## config.mk

```make
export PLATFORM = sky130hd
export DESIGN_NAME = trivial_twiddle_bfly
export DESIGN_NICKNAME = d
export VERILOG_FILES = /design/src/rtl/ttb_pkg.sv /design/src/rtl/ttb_addsub.sv /design/src/rtl/ttb_phase.sv /design/src/rtl/ttb_butterfly.sv /design/src/rtl/ttb_rotator.sv /design/src/rtl/trivial_twiddle_bfly.sv
export SDC_FILE = /design/constraint.sdc
export NUM_CORES = 1
export LEC_CHECK = 0
export ABC_AREA = 1
export ABC_CLOCK_PERIOD_IN_PS = 6700
export BUFFER_PORTS_ARGS = -buffer_cell sky130_fd_sc_hd__buf_4
export CAP_MARGIN = 20
export CORE_AREA = 2 2 175 177
export CTS_CLUSTER_DIAMETER = 100
export DETAILED_ROUTE_END_ITERATION = 8
export DIE_AREA = 0 0 177 179
export GPL_ROUTABILITY_DRIVEN = 1
export HOLD_SLACK_MARGIN = 0.06
export PLACE_DENSITY = 0.65
export SLEW_MARGIN = 10
export SYNTH_ARGS = -nofsm -noshare
export SYNTH_HDL_FRONTEND = slang
export SYNTH_SLANG_ARGS = --single-unit
```

## constraint.sdc

```tcl
create_clock -name clk -period 6.7 [get_ports clk]
set_input_delay 0.335 -clock clk [delete_from_list [all_inputs] [get_ports clk]]
set_output_delay 0.335 -clock clk [all_outputs]
set_load 0.01 [all_outputs]
```

## src/rtl/ttb_pkg.sv

```systemverilog
package ttb_pkg;

  typedef enum logic { PH_PASS = 1'b0, PH_ROT = 1'b1 } phase_e;

  localparam int unsigned LATENCY = 2;

endpackage

```

## src/rtl/ttb_addsub.sv

```systemverilog
module ttb_addsub #(
  parameter int W = 18
) (
  input  logic                neg,
  input  logic signed [W-1:0] x,
  output logic signed [W-1:0] y
);
  localparam logic signed [W:0] MAXV = (W+1)'((1 << (W-1)) - 1);
  localparam logic signed [W:0] MINV = -(W+1)'(1 << (W-1));

  logic signed [W:0] wide;

  always_comb begin
    wide = neg ? ((W+1)'(0) - {x[W-1], x}) : {x[W-1], x};
    if (wide > MAXV)      y = MAXV[W-1:0];
    else if (wide < MINV) y = MINV[W-1:0];
    else                  y = wide[W-1:0];
  end
endmodule

```

## src/rtl/ttb_phase.sv

```systemverilog
module ttb_phase
  import ttb_pkg::*;
(
  input  logic   clk,
  input  logic   rst,
  input  logic   adv,
  output phase_e ph
);
  always_ff @(posedge clk) begin
    if (rst)      ph <= PH_PASS;
    else if (adv) ph <= (ph == PH_PASS) ? PH_ROT : PH_PASS;
  end
endmodule

```

## src/rtl/ttb_butterfly.sv

```systemverilog
module ttb_butterfly
  import ttb_pkg::*;
#(
  parameter int W = 18
) (
  input  logic                clk,
  input  logic                rst,
  input  logic                in_valid,
  input  logic                inverse,
  input  phase_e              ph_in,
  input  logic signed [W-1:0] a_re,
  input  logic signed [W-1:0] a_im,
  input  logic signed [W-1:0] b_re,
  input  logic signed [W-1:0] b_im,
  output logic                v_q,
  output logic                inv_q,
  output phase_e              ph_q,
  output logic signed [W-1:0] s_re_q,
  output logic signed [W-1:0] s_im_q,
  output logic signed [W-1:0] d_re_q,
  output logic signed [W-1:0] d_im_q
);
  localparam int LANES = 2;
  localparam logic signed [W:0] MAXV = (W+1)'((1 << (W-1)) - 1);
  localparam logic signed [W:0] MINV = -(W+1)'(1 << (W-1));

  function automatic logic signed [W-1:0] clamp(input logic signed [W:0] v);
    if (v > MAXV)      return MAXV[W-1:0];
    else if (v < MINV) return MINV[W-1:0];
    else               return v[W-1:0];
  endfunction

  logic signed [W-1:0] av [LANES];
  logic signed [W-1:0] bv [LANES];
  logic signed [W-1:0] sq [LANES];
  logic signed [W-1:0] dq [LANES];

  assign av[0] = a_re;
  assign av[1] = a_im;
  assign bv[0] = b_re;
  assign bv[1] = b_im;

  for (genvar g = 0; g < LANES; g++) begin : g_lane
    logic signed [W:0] add_w;
    logic signed [W:0] sub_w;
    assign add_w = {av[g][W-1], av[g]} + {bv[g][W-1], bv[g]};
    assign sub_w = {av[g][W-1], av[g]} - {bv[g][W-1], bv[g]};
    always_ff @(posedge clk) begin
      if (rst) begin
        sq[g] <= '0;
        dq[g] <= '0;
      end else if (in_valid) begin
        sq[g] <= clamp(add_w);
        dq[g] <= clamp(sub_w);
      end
    end
  end

  always_ff @(posedge clk) begin
    if (rst) begin
      v_q   <= 1'b0;
      inv_q <= 1'b0;
      ph_q  <= PH_PASS;
    end else begin
      v_q <= in_valid;
      if (in_valid) begin
        inv_q <= inverse;
        ph_q  <= ph_in;
      end
    end
  end

  assign s_re_q = sq[0];
  assign s_im_q = sq[1];
  assign d_re_q = dq[0];
  assign d_im_q = dq[1];
endmodule

```

## src/rtl/ttb_rotator.sv

```systemverilog
module ttb_rotator
  import ttb_pkg::*;
#(
  parameter int W = 18
) (
  input  logic                clk,
  input  logic                rst,
  input  logic                v_in,
  input  logic                inv_in,
  input  phase_e              ph_in,
  input  logic signed [W-1:0] s_re,
  input  logic signed [W-1:0] s_im,
  input  logic signed [W-1:0] d_re,
  input  logic signed [W-1:0] d_im,
  output logic                v_out,
  output logic signed [W-1:0] o_s_re,
  output logic signed [W-1:0] o_s_im,
  output logic signed [W-1:0] o_d_re,
  output logic signed [W-1:0] o_d_im
);
  logic signed [W-1:0] im_adj;
  logic signed [W-1:0] re_adj;
  logic signed [W-1:0] mux_re;
  logic signed [W-1:0] mux_im;

  // forward: -j -> (im, -re); inverse: +j -> (-im, re)
  ttb_addsub #(.W(W)) u_neg_im (.neg(inv_in),  .x(d_im), .y(im_adj));
  ttb_addsub #(.W(W)) u_neg_re (.neg(!inv_in), .x(d_re), .y(re_adj));

  assign mux_re = (ph_in == PH_ROT) ? im_adj : d_re;
  assign mux_im = (ph_in == PH_ROT) ? re_adj : d_im;

  always_ff @(posedge clk) begin
    if (rst) begin
      v_out  <= 1'b0;
      o_s_re <= '0;
      o_s_im <= '0;
      o_d_re <= '0;
      o_d_im <= '0;
    end else begin
      v_out <= v_in;
      if (v_in) begin
        o_s_re <= s_re;
        o_s_im <= s_im;
        o_d_re <= mux_re;
        o_d_im <= mux_im;
      end
    end
  end
endmodule

```

## src/rtl/trivial_twiddle_bfly.sv

```systemverilog
module trivial_twiddle_bfly
  import ttb_pkg::*;
#(
  parameter int W = 18
) (
  input  logic                clk,
  input  logic                rst,
  input  logic                in_valid,
  input  logic                inverse,
  input  logic signed [W-1:0] a_re,
  input  logic signed [W-1:0] a_im,
  input  logic signed [W-1:0] b_re,
  input  logic signed [W-1:0] b_im,
  output logic                out_valid,
  output logic signed [W-1:0] sum_re,
  output logic signed [W-1:0] sum_im,
  output logic signed [W-1:0] dif_re,
  output logic signed [W-1:0] dif_im
);
  phase_e              phase_q;
  logic                v1;
  logic                inv1;
  phase_e              ph1;
  logic signed [W-1:0] s1_re, s1_im, d1_re, d1_im;

  ttb_phase u_phase (
    .clk(clk), .rst(rst), .adv(in_valid), .ph(phase_q)
  );

  ttb_butterfly #(.W(W)) u_bfly (
    .clk(clk), .rst(rst), .in_valid(in_valid), .inverse(inverse),
    .ph_in(phase_q),
    .a_re(a_re), .a_im(a_im), .b_re(b_re), .b_im(b_im),
    .v_q(v1), .inv_q(inv1), .ph_q(ph1),
    .s_re_q(s1_re), .s_im_q(s1_im), .d_re_q(d1_re), .d_im_q(d1_im)
  );

  ttb_rotator #(.W(W)) u_rot (
    .clk(clk), .rst(rst), .v_in(v1), .inv_in(inv1), .ph_in(ph1),
    .s_re(s1_re), .s_im(s1_im), .d_re(d1_re), .d_im(d1_im),
    .v_out(out_valid),
    .o_s_re(sum_re), .o_s_im(sum_im), .o_d_re(dif_re), .o_d_im(dif_im)
  );
endmodule

```

## Word level (Yosys, flattened, before mapping)

Memories as Yosys holds them, arrays and structs flattened. A register that Yosys moved wholly into a read port is not among the register bits.
Index checks and enable logic that the tools add are counted.

| cells by class | value |
|---|---|
| multiplexer cells | 34 |
| add/sub/neg operators | 6 |
| bitwise operators | 4 |
| magnitude comparators | 12 |

Operator list:

| operator | number |
|---|---|
| $mux W18 | 26 |
| $gt A19 B18 Y1 const B | 6 |
| $lt A19 B18 Y1 const B | 6 |
| $add A18 B18 Y19 | 2 |
| $mux W19 | 2 |
| $sub A1 B18 Y19 const A | 2 |
| $sub A18 B18 Y19 | 2 |
| $mux W1 | 6 |
| $or A1 B1 Y1 | 4 |

| storage, ports and cells | value |
|---|---|
| bits in registers | 41 |
| input bits | 76 |
| word-level logic and storage cells | 65 |
| output and inout bits | 73 |
| memory bits (writable) | 72 |
| memories kept | 2 |

Memories:

| memory | words | bits a word | rd ports | clocked after memory_dff | write ports | line | RTL |
|---|---|---|---|---|---|---|---|
| u_bfly.dq | 2 | 18 | 2 | 0 | 2 | ttb_butterfly.sv:36 | `logic signed [W-1:0] dq [LANES];` |
| u_bfly.sq | 2 | 18 | 2 | 2 | 2 | ttb_butterfly.sv:35 | `logic signed [W-1:0] sq [LANES];` |

## Depth between registers and ports, before layout

| depth | value |
|---|---|
| depth in word-level cells | 7 |
| mapped depth | 18 |
| depth with buffers taken out | 16 |

## By module

A second synthesis with hierarchy kept.

| unflattened totals | value |
|---|---|
| cells, all modules | 1838 |
| area total of the unflattened synthesis | 12289.3 um2 |

By module, submodules not included:

| module | cells an instance | area each (um2) | sequential area each (um2) | instances |
|---|---|---|---|---|
| ttb_butterfly | 1089 | 7747.4 | 2222.1 | 1 |
| ttb_rotator | 467 | 3104.2 | 1461.4 | 1 |
| ttb_addsub | 138 | 699.4 | 0.0 | 2 |
| ttb_phase | 6 | 38.8 | 20.0 | 1 |

## Least setup slack after synthesis

No wires, ideal clock.

| timing path | value |
|---|---|
| path kind | input to register |
| start point | input port rst |
| end point | memory u_bfly.dq[0][0] (enable) |
| setup slack | 4.083 ns |
| buffers on the path | 1 |
| data arrival time | 1.868 ns |
| stages on the path | 3 |
| required time | 5.951 ns |
| path through | inv_1 clkbuf_1 nand2_1 |

RTL lines:

| item | line | RTL |
|---|---|---|
| start: declaration | trivial_twiddle_bfly.sv:7 | `input logic rst,` |
| end: declaration | ttb_butterfly.sv:36 |  |

## Worst setup path in the final report

| timing path | value |
|---|---|
| start point | register u_bfly.inv_q |
| end point | register u_rot.o_d_im[13] |

| on the way | value |
|---|---|
| cells in the longest elaborated chain, start to end | 5 |

Ends and longest elaborated chain:

| item | line | RTL |
|---|---|---|
| start: declaration | ttb_butterfly.sv:16 | `output logic inv_q,` |
| start signal: assignment | ttb_butterfly.sv:67 | `inv_q <= inverse;` |
| $mux W19 * | ttb_addsub.sv:14 | `wide = neg ? ((W+1)'(0) - {x[W-1], x}) : {x[W-1], x};` |
| $lt A19 B18 Y1 | ttb_addsub.sv:16 | `else if (wide < MINV) y = MINV[W-1:0];` |
| $mux W18 | ttb_addsub.sv:16 |  |
| $mux W18 * | ttb_addsub.sv:15 | `if (wide > MAXV) y = MAXV[W-1:0];` |
| $mux W18 * | ttb_rotator.sv:31 | `assign mux_im = (ph_in == PH_ROT) ? re_adj : d_im;` |
| end signal: assignment | ttb_rotator.sv:46 | `o_d_im <= mux_im;` |
| end: declaration | ttb_rotator.sv:19 | `output logic signed [W-1:0] o_d_im` |

Mark *: on every way between the ends. The rest lies on a longest branch, timed or not.
A chain may end at the register's enable or synchronous reset.

==> results.md <==
* CTS root buffer: clkbuf_16
* Int Pwr at 1.998 mW
* CP bufs+invs at 1
* Wire per inst at around 15 µm
* CORE AREA at between 30000 and 40000 µm²
* Slowest stage delay, CP at around 880 ps
* Die Ht at 179 µm
* IO Pins at approximately 150
* H-Tree Depth at 4
* Crit Path Class: reg -> reg
* Final Slew Violations at 0
* Pre-CTS WS at about 3600 ps
* Max clock buf depth at 2
* Routed Antenna Nets at 0
* Clock Sinks at 149
* Sequential power share at between 30% and 40%
* Final WL at ~33 mm
* ANT cells at 0
* Crit path DAT at 2970 ps
* Worst skew pair latency at around 420 ps
* Drt first pass iters at 7
* CP top delay family: simple AND/OR/NAND/NOR gates
* Via count at around 11000
* Finished Layout Cells at ~2200
* Gate count after technology mapping at around 1700
* Max Fclk at between 300 and 400 MHz
* Post-Syn Nets at approximately 1900
* Logic pwr share at between 20 and 30%
* Worst path cell trace: inv_2, nand2_1, nand4_1, nand2_1, nand2_2, nand3_1, nand2_1, a21oi_1
* Final hold vios at 0
* Vias per cell at about 5.1
* Gr ovfl total at 0
* HP Class: in -> reg
* Post-CTS Repair Setup Buffers at 0
* CTS-repair resized insts at 0
* Worst slew pin tran at 937.6 ps
* Final hold slack at approximately 140 ps
* #FFs+latches synth at roughly 150
* Layout cells sized above 1 at 14.13%
* Critical Path Fanout Max at 26
* Fin crit share at 39.18%
* Avg Inst Size Synth at 6.830 µm²
* Die area at 31680 µm²
* Distinct cell type count after synthesis at 40
* Area share of the largest cell type after synthesis at between 15 and 20%
* Post-CTS Hold Fix Bufs at 0
* Synth area leaders: edfxtp_1, nand2_1, dfxtp_1, ha_1, nor2_1
* Peak VDD IR at about 0.16 mV
* Synthesis Warnings at 0
* First-pass GRT wire length at 52.73 mm
* Worst Skew at 6.900 ps
* Inserted Clock Buffers at 17
* Synth Flop Type: dfxtp_1
* Slew margin rel. at between 30% and 40%
* GP Congestion at 0.9228
* Cell taking the most area after synthesis: edfxtp_1
* Most frequent CP cell: nand2_1
* Pin count of the biggest net entering global routing at 90
* Outcome: completed
* Clock power frac at 33.6%
* Post-synth EDFFs at 72
* Switching power total at 1.044 mW
* Initial Utilization at roughly two fifths
* Total power per unit cell area at roughly 220 nW/µm²
* Die W at ~180 µm
* CP Launch Type: flip-flop
* Fin Setup TNS at 0 ps
* DRC violations left at 0
* Mapped Area at 11760 µm²
* GRT Total Usage at between 20% and 30%
* I/O Buffers at between 100 and 150
* Leakage at 6.822 nW
* # setup viols final at 0
* Fin nets at approximately 2000
* CP required at 7050 ps
* Initial DRC Count at 1031
* TritonCTS clock tree: yes
* Worst setup margin at ~4100 ps
* Cell Rows at 64
* Antenna violations before repair at 0
* Ys async rst share at 0%
* Clock transition at the registers of the reported paths at 60 ps
* DP Wirelength at around 26 mm
* Crit end category: flip-flop
* Max-cap violations at 0
* RSZ-0062 raised after global routing: false
* Synth-to-Final Area Change at 15.89%
* Tmin final at about 2600 ps
* Inst Count DP at 2196
* Vias in the first global route at just over 10000
* Sequential area share after synthesis at between 30% and 40%
* CP max stage cell: dfxtp_1
* Net Sw Frac at roughly a third
## cells in the mapped netlist, drive strengths merged (7+ instances only)
library cell	number
nand2	460
ha	74
buf	47
inv	203
nand3b	16
nor2	230
nand3	180
edfxtp	72
nor3	14
dfxtp	77
a21boi	7
o21bai	10
xor2	67
o21ai	75
a21oi	130
clkbuf	28
nand4	11
## through the flow
stage | instance area (µm²) | power, mW | util [%]
after global routing | 13630 | 3.210 | 45.39
after detailed placement | 12990 | 2.027 | 43.25
after CTS | 13620 | 3.049 | 45.34
after global placement | 12990 | 2.019 | 43.25
final | 13630 | 3.042 | 45.39
after floorplan | 11760 | 1.753 | -
## kinds of logic (layout without fill, tap and decap cells)
group,after synthesis,in the layout,synth area share (%)
fa+ha+maj,78,78,8.553
flops,149,149,31.49
buf+inv,278,389,10.11
compound gates,235,235,10.98
xor+xnor,69,69,5.138
simple gates,913,913,33.73
## worst paths after layout
kind	end	depth (start not counted)	startpoint	slack [ps]
setup reg to reg	u_rot.o_d_im[13]$_SDFFE_PP0P_	8	u_bfly.inv_q$_SDFFE_PP0P_	4080
hold reg to reg	u_phase.ph$_SDFFE_PP0P_	1	u_phase.ph$_SDFFE_PP0P_	450
setup / recovery	u_rot.o_d_im[13]$_SDFFE_PP0P_	8	u_bfly.inv_q$_SDFFE_PP0P_	4080
hold / removal	u_phase.ph$_SDFFE_PP0P_	2	in_valid	140
## layer usage
metal	part of all wire (%)	GRT usage [%]	vias up	routed length [µm]
li1	-	-	5730	-
met1	50	31.03	5122	16420
met2	42	31.44	372	13880
met3	5.7	2.672	44	1872
met4	2.6	6.474	0	850
met5	0	0	-	0
## state kept, by name, indices dropped and copies added, names as in the netlist
signal	count
u_rot.o_d_im	18
u_bfly.ph_q	1
u_phase.ph	1
sum_re	18
u_bfly.v_q	1
u_rot.o_d_re	18
u_bfly.sq	36
sum_im	18
u_rot.v_out	1
u_bfly.inv_q	1
u_bfly.dq	36
## cell type report
type                       instances  area [µm²]
tap                              396       495.5
multi-input combinational       1295        6879
timing repair buffer             154        1164
inverter                         203       762.0
clock inverter                    15       201.4
fill                            3069       16400
sequential                       149        3704
clock buffer                      17       425.4
## power groups by stage
stage	sequential [mW]	combinational, mW	clock, mW
6_report	1.12	0.895	1.02
5_1_grt	1.13	1.00	1.08
4_1_cts	1.12	0.889	1.04
3_5_place_dp	1.14	0.885	0
3_3_place_gp	1.14	0.879	0
2_1_floorplan	1.13	0.621	0
## cell usage in the layout, fill, tap and decap left out, types with 2 or more instances in the layout
| master | count |
|---|---|
| nand2_1 | 437 |
| nor2_1 | 225 |
| inv_1 | 190 |
| nand3_1 | 158 |
| buf_4 | 153 |
| a21oi_1 | 122 |
| dfxtp_1 | 77 |
| ha_1 | 74 |
| o21ai_0 | 72 |
| edfxtp_1 | 72 |
| xor2_1 | 67 |
| nand2_2 | 22 |
| nand3_2 | 21 |
| clkbuf_16 | 17 |
| nand3b_1 | 15 |
| inv_2 | 13 |
| nor3_1 | 13 |
| nand4_1 | 11 |
| o21bai_1 | 10 |
| a21oi_2 | 8 |
| a21boi_0 | 7 |
| a21o_1 | 5 |
| o211ai_1 | 5 |
| nor2_2 | 4 |
| fa_1 | 4 |
| bufinv_16 | 4 |
| inv_6 | 3 |
| clkinv_2 | 3 |
| o21ai_1 | 2 |
| xnor2_1 | 2 |
| nor4_1 | 2 |
| o21a_1 | 2 |
| clkinv_4 | 2 |
(Power assumes the default switching activity.)
